--- src/rtl/fcs_pkg.sv ---
// Package: shared opcodes, acknowledge codes, FSM state and the
// line-update request bundle for the floppy control sequencer.
package fcs_pkg;

    typedef logic [2:0] fcs_op_t;

    localparam fcs_op_t OP_SELECT    = 3'd0;
    localparam fcs_op_t OP_DESELECT  = 3'd1;
    localparam fcs_op_t OP_MOTOR     = 3'd2;
    localparam fcs_op_t OP_BUS_RESET = 3'd3;
    localparam fcs_op_t OP_SET_PIN   = 3'd4;
    localparam fcs_op_t OP_CLR_PINS  = 3'd5;

    localparam logic [1:0] ACK_OK      = 2'd0;
    localparam logic [1:0] ACK_BAD_PIN = 2'd1;
    localparam logic [1:0] ACK_BAD_CMD = 2'd2;

    typedef enum logic {
        ST_IDLE = 1'b0,
        ST_WAIT = 1'b1
    } fcs_state_e;

    // One-cycle update strobes from the sequencer to the line registers
    typedef struct packed {
        logic sel_set;
        logic sel_clr;
        logic mot_set;
        logic mot_clr;
        logic dens_we;
        logic dens_lvl;
    } fcs_line_req_t;

endpackage

--- src/rtl/fcs_delay_timer.sv ---
// Module: fcs_delay_timer
// Down-counter that implements the settling waits. A load writes the
// wait length, and the count then drops by one per cycle down to zero.
// Assumes: load is only pulsed when a new wait starts; `expired` is
// high whenever the count is zero.
module fcs_delay_timer #(
    parameter int W = 16
) (
    input  logic         clk,
    input  logic         rst_n,
    input  logic         load,
    input  logic [W-1:0] load_val,
    output logic         expired
);

    logic [W-1:0] cnt_q;

    // Load a new wait length or count the current one down
    always_ff @(posedge clk) begin
        if (!rst_n) begin
            cnt_q <= '0;
        end else if (load) begin
            cnt_q <= load_val;
        end else if (cnt_q != '0) begin
            cnt_q <= cnt_q - W'(1);
        end
    end

    assign expired = (cnt_q == '0);

    AST_TMR_LOAD: assert property (@(posedge clk) disable iff (!rst_n)
        load |=> cnt_q == $past(load_val));
    AST_TMR_COUNTS_DOWN: assert property (@(posedge clk) disable iff (!rst_n)
        (!load && cnt_q != '0) |=> cnt_q == $past(cnt_q) - W'(1));

endmodule

--- src/rtl/fcs_cmd_fsm.sv ---
// Module: fcs_cmd_fsm
// Takes commands over valid/ready, decodes them into line-update strobes,
// starts the delay timer for select and motor spin-up, and issues a
// one-cycle done pulse with an acknowledge code.
// Assumes: motor_on reflects the line registers after the previous edge;
// tmr_expired comes from a timer loaded through tmr_load.
module fcs_cmd_fsm
    import fcs_pkg::*;
#(
    parameter int DLY_W    = 16,
    parameter int PIN_W    = 4,
    parameter int DENS_PIN = 2
) (
    input  logic              clk,
    input  logic              rst_n,
    input  logic              cmd_valid,
    output logic              cmd_ready,
    input  fcs_op_t           cmd_op,
    input  logic              cmd_arg,
    input  logic [PIN_W-1:0]  cmd_pin,
    input  logic [DLY_W-1:0]  sel_delay,
    input  logic [DLY_W-1:0]  spin_delay,
    input  logic              motor_on,
    input  logic              tmr_expired,
    output fcs_line_req_t     line_req,
    output logic              tmr_load,
    output logic [DLY_W-1:0]  tmr_val,
    output logic              done,
    output logic [1:0]        ack_code
);

    localparam logic [PIN_W-1:0] DENS_PIN_V = PIN_W'(DENS_PIN);

    fcs_state_e    state_q;
    logic          accept;
    fcs_line_req_t dec_req;
    logic          dec_wait;
    logic [1:0]    dec_ack;

    assign cmd_ready = (state_q == ST_IDLE);
    assign accept    = cmd_valid && cmd_ready;

    // Decode the presented command into strobes, wait request and ack
    always_comb begin
        dec_req  = '0;
        dec_wait = 1'b0;
        dec_ack  = ACK_OK;
        tmr_val  = sel_delay;
        case (cmd_op)
            OP_SELECT: begin
                dec_req.sel_set = 1'b1;
                dec_wait        = 1'b1;
                tmr_val         = sel_delay;
            end
            OP_DESELECT: begin
                dec_req.sel_clr = 1'b1;
            end
            OP_MOTOR: begin
                if (cmd_arg != motor_on) begin
                    if (cmd_arg) begin
                        dec_req.mot_set = 1'b1;
                        dec_wait        = 1'b1;
                        tmr_val         = spin_delay;
                    end else begin
                        dec_req.mot_clr = 1'b1;
                    end
                end
            end
            OP_BUS_RESET: begin
                dec_req.sel_clr = 1'b1;
                dec_req.mot_clr = 1'b1;
            end
            OP_SET_PIN: begin
                if (cmd_pin == DENS_PIN_V) begin
                    dec_req.dens_we  = 1'b1;
                    dec_req.dens_lvl = cmd_arg;
                end else begin
                    dec_ack = ACK_BAD_PIN;
                end
            end
            OP_CLR_PINS: begin
                dec_req.dens_we  = 1'b1;
                dec_req.dens_lvl = 1'b0;
            end
            default: begin
                dec_ack = ACK_BAD_CMD;
            end
        endcase
    end

    assign line_req = accept ? dec_req : '0;
    assign tmr_load = accept && dec_wait;

    // Sequence state, completion pulse and registered acknowledge
    always_ff @(posedge clk) begin
        if (!rst_n) begin
            state_q  <= ST_IDLE;
            done     <= 1'b0;
            ack_code <= ACK_OK;
        end else begin
            done <= 1'b0;
            if (accept) begin
                ack_code <= dec_ack;
                if (dec_wait) begin
                    state_q <= ST_WAIT;
                end else begin
                    done <= 1'b1;
                end
            end else if (state_q == ST_WAIT && tmr_expired) begin
                done    <= 1'b1;
                state_q <= ST_IDLE;
            end
        end
    end

    AST_NO_EARLY_DONE: assert property (@(posedge clk) disable iff (!rst_n)
        (state_q == ST_WAIT && !tmr_expired) |=> !done);
    AST_IMMEDIATE_DONE: assert property (@(posedge clk) disable iff (!rst_n)
        (accept && !dec_wait) |=> done && cmd_ready);

endmodule

--- src/rtl/fcs_line_bank.sv ---
// Module: fcs_line_bank
// Holds the select, motor, density and unit-selected state and turns it
// into open-drain style pad levels (asserted = 0 when ACTIVE_LOW).
// Assumes: set and clear strobes for one line never arrive together.
module fcs_line_bank
    import fcs_pkg::*;
#(
    parameter bit ACTIVE_LOW = 1'b1,
    parameter int N_LINES    = 3
) (
    input  logic          clk,
    input  logic          rst_n,
    input  fcs_line_req_t req,
    output logic          sel_pad,
    output logic          mot_pad,
    output logic          dens_pad,
    output logic          unit_sel,
    output logic          motor_on
);

    logic               sel_q;
    logic               mot_q;
    logic               dens_q;
    logic               unit_q;
    logic [N_LINES-1:0] line_on;
    logic [N_LINES-1:0] pad_lvl;

    // Select line and the unit record move together
    always_ff @(posedge clk) begin
        if (!rst_n) begin
            sel_q  <= 1'b0;
            unit_q <= 1'b0;
        end else if (req.sel_set) begin
            sel_q  <= 1'b1;
            unit_q <= 1'b1;
        end else if (req.sel_clr) begin
            sel_q  <= 1'b0;
            unit_q <= 1'b0;
        end
    end

    // Motor line doubles as the motor state record
    always_ff @(posedge clk) begin
        if (!rst_n) begin
            mot_q <= 1'b0;
        end else if (req.mot_set) begin
            mot_q <= 1'b1;
        end else if (req.mot_clr) begin
            mot_q <= 1'b0;
        end
    end

    // Density line follows the user pin writes
    always_ff @(posedge clk) begin
        if (!rst_n) begin
            dens_q <= 1'b0;
        end else if (req.dens_we) begin
            dens_q <= req.dens_lvl;
        end
    end

    assign line_on = {dens_q, mot_q, sel_q};

    // Map each logical line to its pad level
    for (genvar i = 0; i < N_LINES; i++) begin : g_pad
        if (ACTIVE_LOW) begin : g_low
            assign pad_lvl[i] = ~line_on[i];
        end else begin : g_high
            assign pad_lvl[i] = line_on[i];
        end
    end

    assign sel_pad  = pad_lvl[0];
    assign mot_pad  = pad_lvl[1];
    assign dens_pad = pad_lvl[2];
    assign unit_sel = unit_q;
    assign motor_on = mot_q;

    AST_DESEL_RELEASES: assert property (@(posedge clk) disable iff (!rst_n)
        (req.sel_clr && !req.sel_set) |=> (sel_pad == ACTIVE_LOW) && !unit_sel);
    AST_PINS_CLEARED: assert property (@(posedge clk) disable iff (!rst_n)
        (req.dens_we && !req.dens_lvl) |=> dens_pad == ACTIVE_LOW);

endmodule

--- src/rtl/fdc_ctrl_seq.sv ---
// Module: fdc_ctrl_seq (top)
// Floppy drive control sequencer. It joins the command FSM, the delay
// timer and the line bank. Outputs are active low, open-drain style.
// Assumes: sel_delay and spin_delay are stable while a wait counts.
module fdc_ctrl_seq
    import fcs_pkg::*;
#(
    parameter int DLY_W    = 16,
    parameter int PIN_W    = 4,
    parameter int DENS_PIN = 2
) (
    input  logic             clk,
    input  logic             rst_n,
    input  logic             cmd_valid,
    output logic             cmd_ready,
    input  logic [2:0]       cmd_op,
    input  logic             cmd_arg,
    input  logic [PIN_W-1:0] cmd_pin,
    input  logic [DLY_W-1:0] sel_delay,
    input  logic [DLY_W-1:0] spin_delay,
    output logic             done,
    output logic [1:0]       ack_code,
    output logic             sel_n,
    output logic             mot_n,
    output logic             dens_n,
    output logic             unit_sel
);

    fcs_line_req_t    line_req;
    logic             motor_on;
    logic             tmr_load;
    logic [DLY_W-1:0] tmr_val;
    logic             tmr_expired;
    logic             accept;

    fcs_cmd_fsm #(
        .DLY_W    (DLY_W),
        .PIN_W    (PIN_W),
        .DENS_PIN (DENS_PIN)
    ) u_fsm (
        .clk         (clk),
        .rst_n       (rst_n),
        .cmd_valid   (cmd_valid),
        .cmd_ready   (cmd_ready),
        .cmd_op      (cmd_op),
        .cmd_arg     (cmd_arg),
        .cmd_pin     (cmd_pin),
        .sel_delay   (sel_delay),
        .spin_delay  (spin_delay),
        .motor_on    (motor_on),
        .tmr_expired (tmr_expired),
        .line_req    (line_req),
        .tmr_load    (tmr_load),
        .tmr_val     (tmr_val),
        .done        (done),
        .ack_code    (ack_code)
    );

    fcs_delay_timer #(
        .W (DLY_W)
    ) u_timer (
        .clk      (clk),
        .rst_n    (rst_n),
        .load     (tmr_load),
        .load_val (tmr_val),
        .expired  (tmr_expired)
    );

    fcs_line_bank #(
        .ACTIVE_LOW (1'b1),
        .N_LINES    (3)
    ) u_lines (
        .clk      (clk),
        .rst_n    (rst_n),
        .req      (line_req),
        .sel_pad  (sel_n),
        .mot_pad  (mot_n),
        .dens_pad (dens_n),
        .unit_sel (unit_sel),
        .motor_on (motor_on)
    );

    assign accept = cmd_valid && cmd_ready;

    AST_SELECT_ASSERTS: assert property (@(posedge clk) disable iff (!rst_n)
        (accept && cmd_op == OP_SELECT) |=> !sel_n && unit_sel && !cmd_ready);
    AST_MOTOR_NOOP: assert property (@(posedge clk) disable iff (!rst_n)
        (accept && cmd_op == OP_MOTOR && cmd_arg == !mot_n)
        |=> $stable(mot_n) && done && ack_code == ACK_OK);
    AST_BUS_RESET: assert property (@(posedge clk) disable iff (!rst_n)
        (accept && cmd_op == OP_BUS_RESET) |=> sel_n && mot_n && !unit_sel);
    AST_BAD_PIN: assert property (@(posedge clk) disable iff (!rst_n)
        (accept && cmd_op == OP_SET_PIN && cmd_pin != PIN_W'(DENS_PIN))
        |=> done && ack_code == ACK_BAD_PIN && $stable(dens_n));
    AST_BAD_CMD: assert property (@(posedge clk) disable iff (!rst_n)
        (accept && cmd_op > OP_CLR_PINS)
        |=> done && ack_code == ACK_BAD_CMD && $stable({sel_n, mot_n, dens_n}));

endmodule

--- config.mk ---
export PLATFORM = sky130hd
export DESIGN_NAME = fdc_ctrl_seq
export DESIGN_NICKNAME = d
export VERILOG_FILES = /design/src/rtl/fcs_pkg.sv /design/src/rtl/fcs_delay_timer.sv /design/src/rtl/fcs_cmd_fsm.sv /design/src/rtl/fcs_line_bank.sv /design/src/rtl/fdc_ctrl_seq.sv
export SDC_FILE = /design/constraint.sdc
export NUM_CORES = 1
export LEC_CHECK = 0
export BUFFER_PORTS_ARGS = -buffer_cell sky130_fd_sc_hd__clkbuf_2
export CAP_MARGIN = 20
export CORE_UTILIZATION = 33
export DETAILED_ROUTE_END_ITERATION = 10
export PLACE_DENSITY_LB_ADDON = 0.2
export SLEW_MARGIN = 20
export SYNTH_ARGS = -nofsm -noshare
export SYNTH_HDL_FRONTEND = slang
export SYNTH_SLANG_ARGS = --single-unit
--- constraint.sdc ---
create_clock -name clk -period 2.3 [get_ports clk]
set_input_delay 0 -clock clk [delete_from_list [all_inputs] [get_ports clk]]
set_output_delay 0 -clock clk [all_outputs]
set_load 0.02 [all_outputs]
==> results of run 1 <==
[worst max path at each step]
stage | depth (start not counted) | slack [ns] | end
floorplan | 6 | 0.37 | u_timer.cnt_q[13]$_SDFFE_PN0P_
global placement | 5 | 0.26 | u_timer.cnt_q[13]$_SDFFE_PN0P_
detailed placement | 5 | 0.28 | u_timer.cnt_q[13]$_SDFFE_PN0P_
CTS | 5 | 0.27 | u_timer.cnt_q[13]$_SDFFE_PN0P_
global route | 5 | 0.17 | u_timer.cnt_q[0]$_SDFFE_PN0P_
finish | 5 | 0.29 | u_timer.cnt_q[13]$_SDFFE_PN0P_
[power by group]
group	switching, mW	internal (mW)	total [mW]
logic	0.437	0.474	0.911
clock network	0.128	0.124	0.251
registers	0.139	0.533	0.672
[routing by layer]
layer | GRT usage (%) | vias up | part of all wire, %
li1 | - | 686 | -
met1 | 21.39 | 583 | 51
met2 | 22.96 | 32 | 42
met3 | 4.310 | 5 | 5.8
met4 | 4.787 | 0 | 1.1
met5 | 0 | - | 0
[area by class of cell]
cell class / count / area [um^2]
Tap cell: 48 / 60.06
Clock buffer: 4 / 45.04
Sequential cell: 23 / 460.4
Inverter: 8 / 30.03
Timing Repair Buffer: 57 / 307.8
Multi-Input combinational cell: 121 / 852.1
Fill cell: 382 / 2043
[Yosys cell counts, types with 2 or more instances]
cell      count  area share, %
a21oi_1       8            2.9
nand4b_1      2            1.3
a21boi_0      4            2.2
nor3_1        6            2.2
nand2b_1      3            1.4
ha_1          3            2.8
nor4b_1       2            1.3
mux2_2        6            5.0
dfxtp_1      23             34
or4_1         2            1.1
xor2_1        4            2.6
nor2b_1       2           0.92
nor2_1        9            2.5
xnor2_1       5            3.2
and2_1        2           0.92
o21ai_0       5            1.8
inv_1         8            2.2
a211oi_1      2            1.1
o22ai_1       9            4.1
nand3_1       3            1.1
mux2i_1      11            8.1
clkbuf_1      4            1.1
nand2_1      14            3.9
[what timing repair did]
action | CTS | global route
endpoints found under the setup margin | 0 | 0
endpoints found under the hold margin | 1 | 0
hold buffers | 2 | 0
[cell families after synthesis]
logic type	synth area share, %
muxes	13.05
and+or+nand+nor	23.16
adders and majority gates	2.758
xor gates and xnor gates	5.790
AOI/OAI and AO/OA	17.83
DFF	33.82
buffers and inverters	3.584
[state kept, by name (all words and copies together), names as in the netlist]
register,flops
u_fsm.ack_code,2
u_fsm.done,1
u_fsm.state_q,1
u_lines.dens_q,1
u_lines.motor_on,1
u_lines.sel_q,1
u_timer.cnt_q,16
[worst min-delay path, cell delays in order]
cell      delay, ns
clkbuf_2       0.07
mux2i_1        0.05
o22ai_1        0.11
==> impl_metrics.env, run 1 <==
export IMPL_ys_seq_area_share_pct=33.82
export IMPL_dieArea_um2=4386
export IMPL_holdWs_ns=0.01190
export IMPL_preCtsSetupSlack_ns=0.2769
export IMPL_startpoint="u_lines.motor_on$_SDFFE_PN0P_"
export IMPL_crit_reg2reg_capture="u_timer.cnt_q[13]$_SDFFE_PN0P_"
export IMPL_status="complete, no violations"
export IMPL_r2r_slack_ns=0.29
export IMPL_cts_tree="built"
export IMPL_path_max_fanout=9
export IMPL_place_area_um2=1690
export IMPL_cp_arrival_ns=2.15
export IMPL_cp_start_kind="flop"
export IMPL_fp_coreArea_um2=3799
export IMPL_vdd_ir_drop_worst_uv=384.2
export IMPL_drtIter0Drc=71
export IMPL_cts_htree_levels=1
export IMPL_fin_setup_tns_ns=0
export IMPL_grt_setup_unrepaired="false"
export IMPL_cts_buffers=3
export IMPL_via_per_inst=5.004
export IMPL_instances_no_fill=261
export IMPL_post_cts_buffers=0
export IMPL_layout_nets=260
export IMPL_yosysWarnings=0
export IMPL_min_from="spin_delay[11]"
export IMPL_clockBufferDepth=2
export IMPL_antenna_found_initial=0
export IMPL_synth_cell_types=43
export IMPL_gp_congestion=0.7857
export IMPL_syn_nets=203
export IMPL_die_y_um=66.23
export IMPL_required_ns=2.44
export IMPL_top_level_ports=51
export IMPL_tightest_slew_ns=0.4615
export IMPL_max_slew_margin_pct=68.80
export IMPL_critPathSlowestCell="or4_1"
export IMPL_cts_sinks=23
export IMPL_antenna_cells=0
export IMPL_num_rows=22
export IMPL_grt_pass1_vias=1119
export IMPL_worstSetupPathType="reg2reg"
export IMPL_firstDrtPassIters=4
export IMPL_synthFlopType="dfxtp_1"
export IMPL_setup_viol=0
export IMPL_slowest_delay_ns=0.68
export IMPL_vias=1306
export IMPL_wl_per_cell_um=12.35
export IMPL_synth_area_per_cell_um2=8.671
export IMPL_area_growth_pct=28.95
export IMPL_period_needed_ns=2.010
export IMPL_die_w_um=66.23
export IMPL_synthArstFlopShare_pct=0
export IMPL_slew_viol_final=0
export IMPL_hold_viol_final=0
export IMPL_power_density_nw_per_um2=1045
export IMPL_grt_max_degree=18
export IMPL_hold_path_class="in2reg"
export IMPL_ctsResizeCount=0
export IMPL_clk_latency_ns=0.26
export IMPL_utilization_pct=46.21
export IMPL_io_buffers=50
export IMPL_end_kind="flop"
export IMPL_critical_path_cell_chain="ha_1 -> or4_1 -> buf_4 -> mux2i_1 -> o22ai_2"
export IMPL_r2r_worst_path_cells=5
export IMPL_holdPathStages=3
export IMPL_routed_wl_mm=3.224
export IMPL_cts_root_buffer="clkbuf_8"
export IMPL_final_cell_mix="clkbuf_2 (50), dfxtp_1 (23), nand2_1 (14), mux2i_1 (11)"
export IMPL_setup_slack_ns=0.2899
export IMPL_fmax_ghz=0.4975
export IMPL_place_hpwl_mm=2.442
export IMPL_critPathBufInv=1
export IMPL_final_layout_size_suffix_gt1_share_pct=33.33
export IMPL_final_common_cell="clkbuf_2"
export IMPL_placed_cells=255
export IMPL_overflow=0
export IMPL_grt_pass1_wl_mm=5.085
export IMPL_synth_edff_count=0
export IMPL_start_util_pct=35.84
export IMPL_hold_end="u_timer.cnt_q[11]$_SDFFE_PN0P_"
export IMPL_clk_pin_slew_ns=0.08
export IMPL_crit_family="simple AND/OR/NAND/NOR gates"
export IMPL_synth_cell_area_um2=1361
export IMPL_cap_violations=0
export IMPL_total_power_mw=1.834
export IMPL_r2r_start="u_lines.motor_on$_SDFFE_PN0P_"
export IMPL_drc_errors=0
export IMPL_skew_ns=0.002610
export IMPL_track_usage_pct=15.46
export IMPL_ant_nets=0
export IMPL_netlist_instances=157
export IMPL_stdcell_area_um2=1755
export IMPL_leakagePower_nw=0.7963
export IMPL_synth_seq_cells=23
export IMPL_fin_crit_sh_pct=87.40
No activity file was read; power rests on OpenSTA's default activity.
==> run 2, diff against run 1 <==
==> constraint.sdc (replaced) <==
create_clock -name clk -period 1.98 [get_ports clk]
set_input_delay 0 -clock clk [delete_from_list [all_inputs] [get_ports clk]]
set_output_delay 0 -clock clk [all_outputs]
set_load 0.02 [all_outputs]
==> impl_metrics.env, run 2 (same netlist as run 1, synthesis figures left out) <==
export IMPL_firstDrtPassIters=4
export IMPL_critPathSlowestCell="or4_4"
export IMPL_layout_nets=264
export IMPL_track_usage_pct=16.42
export IMPL_pwr_share_clk_pct=13.1
export IMPL_final_common_cell="clkbuf_2"
export IMPL_stdcell_area_um2=1795
export IMPL_skew_ns=0.002653
export IMPL_clockBufferDepth=2
export IMPL_place_area_um2=1735
export IMPL_setup_viol=0
export IMPL_required_ns=2.17
export IMPL_max_flop_register="u_timer.cnt_q"
export IMPL_die_y_um=66.23
export IMPL_antenna_found_initial=0
export IMPL_cp_start_kind="flop"
export IMPL_critical_path_cell_chain="or3_4 -> or3b_4 -> or4_4 -> xor2_2 -> o22ai_2"
export IMPL_overflow=0
export IMPL_vias=1320
export IMPL_p_switching_mw=0.8474
export IMPL_swShare_pct=38.00
export IMPL_top_regs="u_timer.cnt_q x16, u_fsm.ack_code x2"
export IMPL_place_hpwl_mm=2.601
export IMPL_cts_tree="built"
export IMPL_worstSetupPathType="reg2reg"
export IMPL_routed_wl_mm=3.309
export IMPL_num_rows=22
export IMPL_cap_violations=0
export IMPL_hold_path_class="in2reg"
export IMPL_holdPathStages=3
export IMPL_drtIter0Drc=38
export IMPL_grt_pass1_wl_mm=5.499
export IMPL_max_slew_margin_pct=68.46
export IMPL_tightest_slew_ns=0.4666
export IMPL_cts_root_buffer="clkbuf_8"
export IMPL_grt_max_degree=18
export IMPL_top_level_ports=51
export IMPL_fmax_ghz=0.5239
export IMPL_cts_sinks=23
export IMPL_die_w_um=66.23
export IMPL_drc_errors=0
export IMPL_total_power_mw=2.230
export IMPL_start_util_pct=35.84
export IMPL_io_buffers=50
export IMPL_wl_per_cell_um=12.49
export IMPL_dieArea_um2=4386
export IMPL_p_seq_share_pct=34.4
export IMPL_period_needed_ns=1.909
export IMPL_path_max_fanout=6
export IMPL_fillers=375
export IMPL_vdd_ir_drop_worst_uv=538.8
export IMPL_area_growth_pct=31.89
export IMPL_cts_buffers=3
export IMPL_cts_htree_levels=1
export IMPL_gp_congestion=0.7920
export IMPL_fin_crit_sh_pct=96.40
export IMPL_end_kind="flop"
export IMPL_clk_latency_ns=0.26
export IMPL_via_per_inst=4.981
export IMPL_slowest_delay_ns=0.44
export IMPL_status="complete, no violations"
export IMPL_leakagePower_nw=0.8200
export IMPL_ant_nets=0
export IMPL_slew_viol_final=0
export IMPL_antenna_cells=0
export IMPL_r2r_worst_path_cells=5
export IMPL_comb_power_share_pct=52.6
export IMPL_setup_slack_ns=0.07133
export IMPL_hold_viol_final=0
export IMPL_cp_arrival_ns=2.10
export IMPL_power_density_nw_per_um2=1242
export IMPL_p_int_mw=1.383
export IMPL_fp_coreArea_um2=3799
export IMPL_clk_pin_slew_ns=0.08
export IMPL_preCtsSetupSlack_ns=0.05535
export IMPL_largest_register_ffs=16
export IMPL_grt_pass1_vias=1201
export IMPL_final_cell_mix="clkbuf_2 (50), dfxtp_1 (23), nand2_1 (14), mux2i_1 (11), buf_4 (11)"
export IMPL_final_layout_size_suffix_gt1_share_pct=35.94
==> run 2: power by group through the flow <==
stage | Clock (mW) | Sequential [mW] | Combinational (mW)
final | 0.292 | 0.767 | 1.17
after global placement | 0 | 0.769 | 1.14
after floorplan | 0 | 0.752 | 0.781
after global routing | 0.316 | 0.790 | 1.32
after detailed placement | 0 | 0.769 | 1.15
after CTS | 0.299 | 0.760 | 1.16
==> run 2: routing by layer <==
| metal | up-vias | GRT usage, % | wire length [um] |
|---|---|---|---|
| met5 | - | 0 | 0 |
| met3 | 5 | 3.621 | 179 |
| met2 | 41 | 26.53 | 1459 |
| li1 | 691 | - | - |
| met1 | 583 | 21.94 | 1636 |
| met4 | 0 | 3.989 | 34 |
==> run 2: critical path: cells and delay by family (launching register included) <==
family | cells | cell delay, ns
compound gates | 1 | 0.13
flops | 1 | 0.32
simple gates | 3 | 1.23
xor+xnor | 1 | 0.16
==> run 2: metrics by stage <==
stage,hold WS (ns),TNS (ns),utilization (%),instances
floorplan,0.1584,0,-,157
global placement,0.2662,0,45.69,261
detailed placement,0.2937,0,45.69,261
CTS,0.01336,0,46.87,265
global route,0.01297,-0.005878,47.27,265
finish,0.01194,0,47.27,265
==> run 2: final cells by class <==
cell class / count / area (um^2) / area share (%)
clock buffer: 4 / 45.04 / 2.509
sequential: 23 / 460.4 / 25.64
timing repair buffer: 61 / 332.8 / 18.54
multi-input combinational: 121 / 867.1 / 48.29
inverter: 8 / 30.03 / 1.672
tap: 48 / 60.06 / 3.345
==> run 2: what timing repair did <==
item / CTS / global route
hold endpoints to repair: 0 / 0
setup buffers: 0 / 0
resized for setup: 0 / 2
setup endpoints to repair: 0 / 9
hold buffers: 0 / 0
==> run 2: worst paths after layout <==
path	slack (ns)	from	endpoint
worst max-delay path	0.07	u_timer.cnt_q[0]$_SDFFE_PN0P_	u_timer.cnt_q[13]$_SDFFE_PN0P_
worst min-delay path	0.01	spin_delay[15]	u_timer.cnt_q[15]$_SDFFE_PN0P_
worst max register to register	0.07	u_timer.cnt_q[0]$_SDFFE_PN0P_	u_timer.cnt_q[13]$_SDFFE_PN0P_
worst min register to register	0.47	u_fsm.ack_code[0]$_SDFFE_PN0P_	u_fsm.ack_code[0]$_SDFFE_PN0P_
==> run 3, diff against run 2 <==
--- a/config.mk
+++ b/config.mk
@@ -9,8 +9,10 @@
 export CAP_MARGIN = 20
 export CORE_UTILIZATION = 33
 export DETAILED_ROUTE_END_ITERATION = 10
+export MAX_ROUTING_LAYER = met4
 export PLACE_DENSITY_LB_ADDON = 0.2
 export SLEW_MARGIN = 20
 export SYNTH_ARGS = -nofsm -noshare
 export SYNTH_HDL_FRONTEND = slang
+export SYNTH_HIERARCHICAL = 1
 export SYNTH_SLANG_ARGS = --single-unit
==> impl_metrics.env, run 3 <==
export IMPL_synthArstFlopShare_pct=0
export IMPL_stdcell_area_um2=2111
export IMPL_hold_viol_final=0
export IMPL_place_hpwl_mm=2.949
export IMPL_period_needed_ns=2.038
export IMPL_vias=1575
export IMPL_postCtsHoldBufs=0
export IMPL_worstSetupPathType="reg2reg"
export IMPL_die_y_um=70.65
export IMPL_track_usage_pct=16.89
export IMPL_cts_tree="built"
export IMPL_r2r_slack_ns=-0.06
export IMPL_num_rows=24
export IMPL_cts_root_buffer="clkbuf_8"
export IMPL_synth_cell_types=48
export IMPL_drtIter0Drc=56
export IMPL_synthFlopType="dfxtp_1"
export IMPL_synth_top_area_share_pct=29.61
export IMPL_r2r_worst_path_cells=4
export IMPL_synth_edff_count=0
export IMPL_clk_pin_slew_ns=0.08
export IMPL_dieArea_um2=4991
export IMPL_area_growth_pct=35.72
export IMPL_preCtsSetupSlack_ns=-0.04314
export IMPL_largest_register_ffs=16
export IMPL_fmax_ghz=0.4907
export IMPL_crit_reg2reg_capture="u_timer/cnt_q[1]$_SDFFE_PN0P_"
export IMPL_total_power_mw=2.516
export IMPL_cts_htree_levels=1
export IMPL_required_ns=2.14
export IMPL_io_buffers=50
export IMPL_setup_viol=3
export IMPL_antenna_cells=0
export IMPL_synth_cell_area_um2=1555
export IMPL_clk_latency_ns=0.26
export IMPL_cts_sinks=23
export IMPL_wl_per_cell_um=12.92
export IMPL_max_slew_margin_pct=64.41
export IMPL_skew_ns=0.001610
export IMPL_synthAdderAreaFrac_pct=2.414
export IMPL_grt_max_degree=23
export IMPL_r2r_start="u_timer/cnt_q[8]$_SDFFE_PN0P_"
export IMPL_critPathMostFrequentCell="or4_4"
export IMPL_tightest_slew_ns=0.5339
export IMPL_slowest_delay_ns=0.61
export IMPL_leakagePower_nw=0.8759
export IMPL_final_common_cell="clkbuf_2"
export IMPL_ant_nets=0
export IMPL_grt_setup_unrepaired="true"
export IMPL_top_regs="u_timer/cnt_q x16, u_fsm/ack_code x2"
export IMPL_hold_end="u_fsm/ack_code[0]$_SDFFE_PN0P_"
export IMPL_synth_mux_area_share_pct=12.23
export IMPL_synth_area_per_cell_um2=8.499
export IMPL_vdd_ir_drop_worst_uv=546.3
export IMPL_netlist_instances=183
export IMPL_path_max_fanout=8
export IMPL_routed_wl_mm=3.902
export IMPL_via_per_inst=5.215
export IMPL_cp_start_kind="flop"
export IMPL_fillers=475
export IMPL_final_cell_mix="clkbuf_2 (50), buf_4 (21), dfxtp_1 (19), nand2_1 (16), mux2_2 (15)"
export IMPL_hold_path_class="in2reg"
export IMPL_gp_congestion=0.8156
export IMPL_max_flop_register="u_timer/cnt_q"
export IMPL_top_level_ports=51
export IMPL_setup_slack_ns=-0.05792
export IMPL_slew_viol_final=0
export IMPL_synth_compound_area_share_pct=18.18
export IMPL_drc_errors=8
export IMPL_ys_seq_area_share_pct=29.61
export IMPL_power_density_nw_per_um2=1192
export IMPL_holdPathStages=2
export IMPL_overflow=0
export IMPL_end_kind="flop"
export IMPL_violations="design-rule violations, negative setup slack"
export IMPL_status="complete, but fails checks"
export IMPL_grt_pass1_wl_mm=6.575
export IMPL_layout_nets=297
export IMPL_start_util_pct=34.99
export IMPL_synth_seq_cells=23
export IMPL_syn_nets=229
export IMPL_critPathSlowestCell="or4_4"
export IMPL_synth_top_family_by_area="simple AND/OR/NAND/NOR gates"
export IMPL_cap_violations=0
export IMPL_synth_simple_gate_area_share_pct=25.50
export IMPL_min_from="cmd_op[0]"
export IMPL_seqCellArea_um2=465.4
export IMPL_synth_xor_area_share_pct=5.068
export IMPL_die_w_um=70.65
export IMPL_fin_crit_sh_pct=102.9
export IMPL_yosysMostFrequentCell="dfxtp_1"
export IMPL_cts_buffers=3
export IMPL_grt_pass1_vias=1489
export IMPL_synth_top_area_cell="dfxtp_1"
export IMPL_critical_path_cell_chain="or4_4 -> or4_4 -> o31a_1 -> a32o_1"
export IMPL_fp_coreArea_um2=4444
export IMPL_clockBufferDepth=2
export IMPL_synthTopCellsByCount="dfxtp_1 (23), mux2_2 (16), nand2_1 (16)"
export IMPL_place_area_um2=2012
export IMPL_utilization_pct=47.49
export IMPL_final_layout_size_suffix_gt1_share_pct=45.20
export IMPL_firstDrtPassIters=7
export IMPL_antenna_found_initial=0
export IMPL_yosysWarnings=6
export IMPL_holdWs_ns=0.06365
export IMPL_multiInputGateArea_um2=1051
export IMPL_synthTopCellsByArea="dfxtp_1 (30%), mux2_2 (12%), xnor2_1 (3.9%)"
export IMPL_cp_arrival_ns=2.20
run 3: through the flow:
step / instances / TNS [ns]
2_1_floorplan: 183 / -0.1069
3_3_place_gp: 296 / -0.003563
3_5_place_dp: 296 / -0.1179
4_1_cts: 300 / -0.1029
5_1_grt: 302 / -0.5660
6_report: 302 / -0.08875
run 3: critical path, delay by kind of cell (launching register included):
| family | cells | cell delay [ns] |
|---|---|---|
| simple gates | 2 | 1.13 |
| compound gates | 2 | 0.48 |
| flops | 1 | 0.33 |
run 3: cell families after synthesis:
group,count (synthesis)
AO/OA/AOI/OAI,39
XOR/XNOR,9
adder cells (fa/ha/maj),3
buffers and inverters,24
flip-flops,23
multiplexers,17
AND/OR/NAND/NOR,68
run 3: area by class of cell:
cell class / instances / area share [%]
Inverter: 14 / 2.549
Timing Repair Buffer: 73 / 20.39
Sequential cell: 23 / 22.05
Multi-Input combinational cell: 136 / 49.79
Tap cell: 52 / 3.082
Clock buffer: 4 / 2.134
run 3: metal layers:
| layer | vias up | routed length [um] | track usage (%) |
|---|---|---|---|
| li1 | 801 | - | - |
| met4 | 0 | 17 | 2.667 |
| met5 | - | 0 | - |
| met3 | 2 | 191 | 3.561 |
| met2 | 44 | 1929 | 31.07 |
| met1 | 728 | 1764 | 19.18 |
run 3: timing repair:
item,4_1_cts,5_1_grt
resized for setup,3,12
endpoints found under the hold margin,0,0
setup endpoints to repair,13,17
gates cloned,0,0
setup buffers,0,2
pin swaps,0,5
run 3: worst max-delay path by stage:
stage,startpoint,end,slack [ns]
2_1_floorplan,u_timer/cnt_q[10]$_SDFFE_PN0P_,u_timer/cnt_q[1]$_SDFFE_PN0P_,-0.04
3_3_place_gp,u_timer/cnt_q[10]$_SDFFE_PN0P_,u_timer/cnt_q[1]$_SDFFE_PN0P_,-0.003
3_5_place_dp,u_timer/cnt_q[1]$_SDFFE_PN0P_,u_timer/cnt_q[8]$_SDFFE_PN0P_,-0.04
4_1_cts,u_timer/cnt_q[10]$_SDFFE_PN0P_,u_timer/cnt_q[1]$_SDFFE_PN0P_,-0.04
5_1_grt,u_timer/cnt_q[8]$_SDFFE_PN0P_,u_timer/cnt_q[1]$_SDFFE_PN0P_,-0.09
6_report,u_timer/cnt_q[8]$_SDFFE_PN0P_,u_timer/cnt_q[1]$_SDFFE_PN0P_,-0.06
run 3: report_power, final:
part | internal, mW | switching, mW | total, mW
Combinational | 0.740 | 0.756 | 1.50
Sequential | 0.607 | 0.116 | 0.723
Clock | 0.144 | 0.154 | 0.298
Total | 1.49 | 1.03 | 2.52
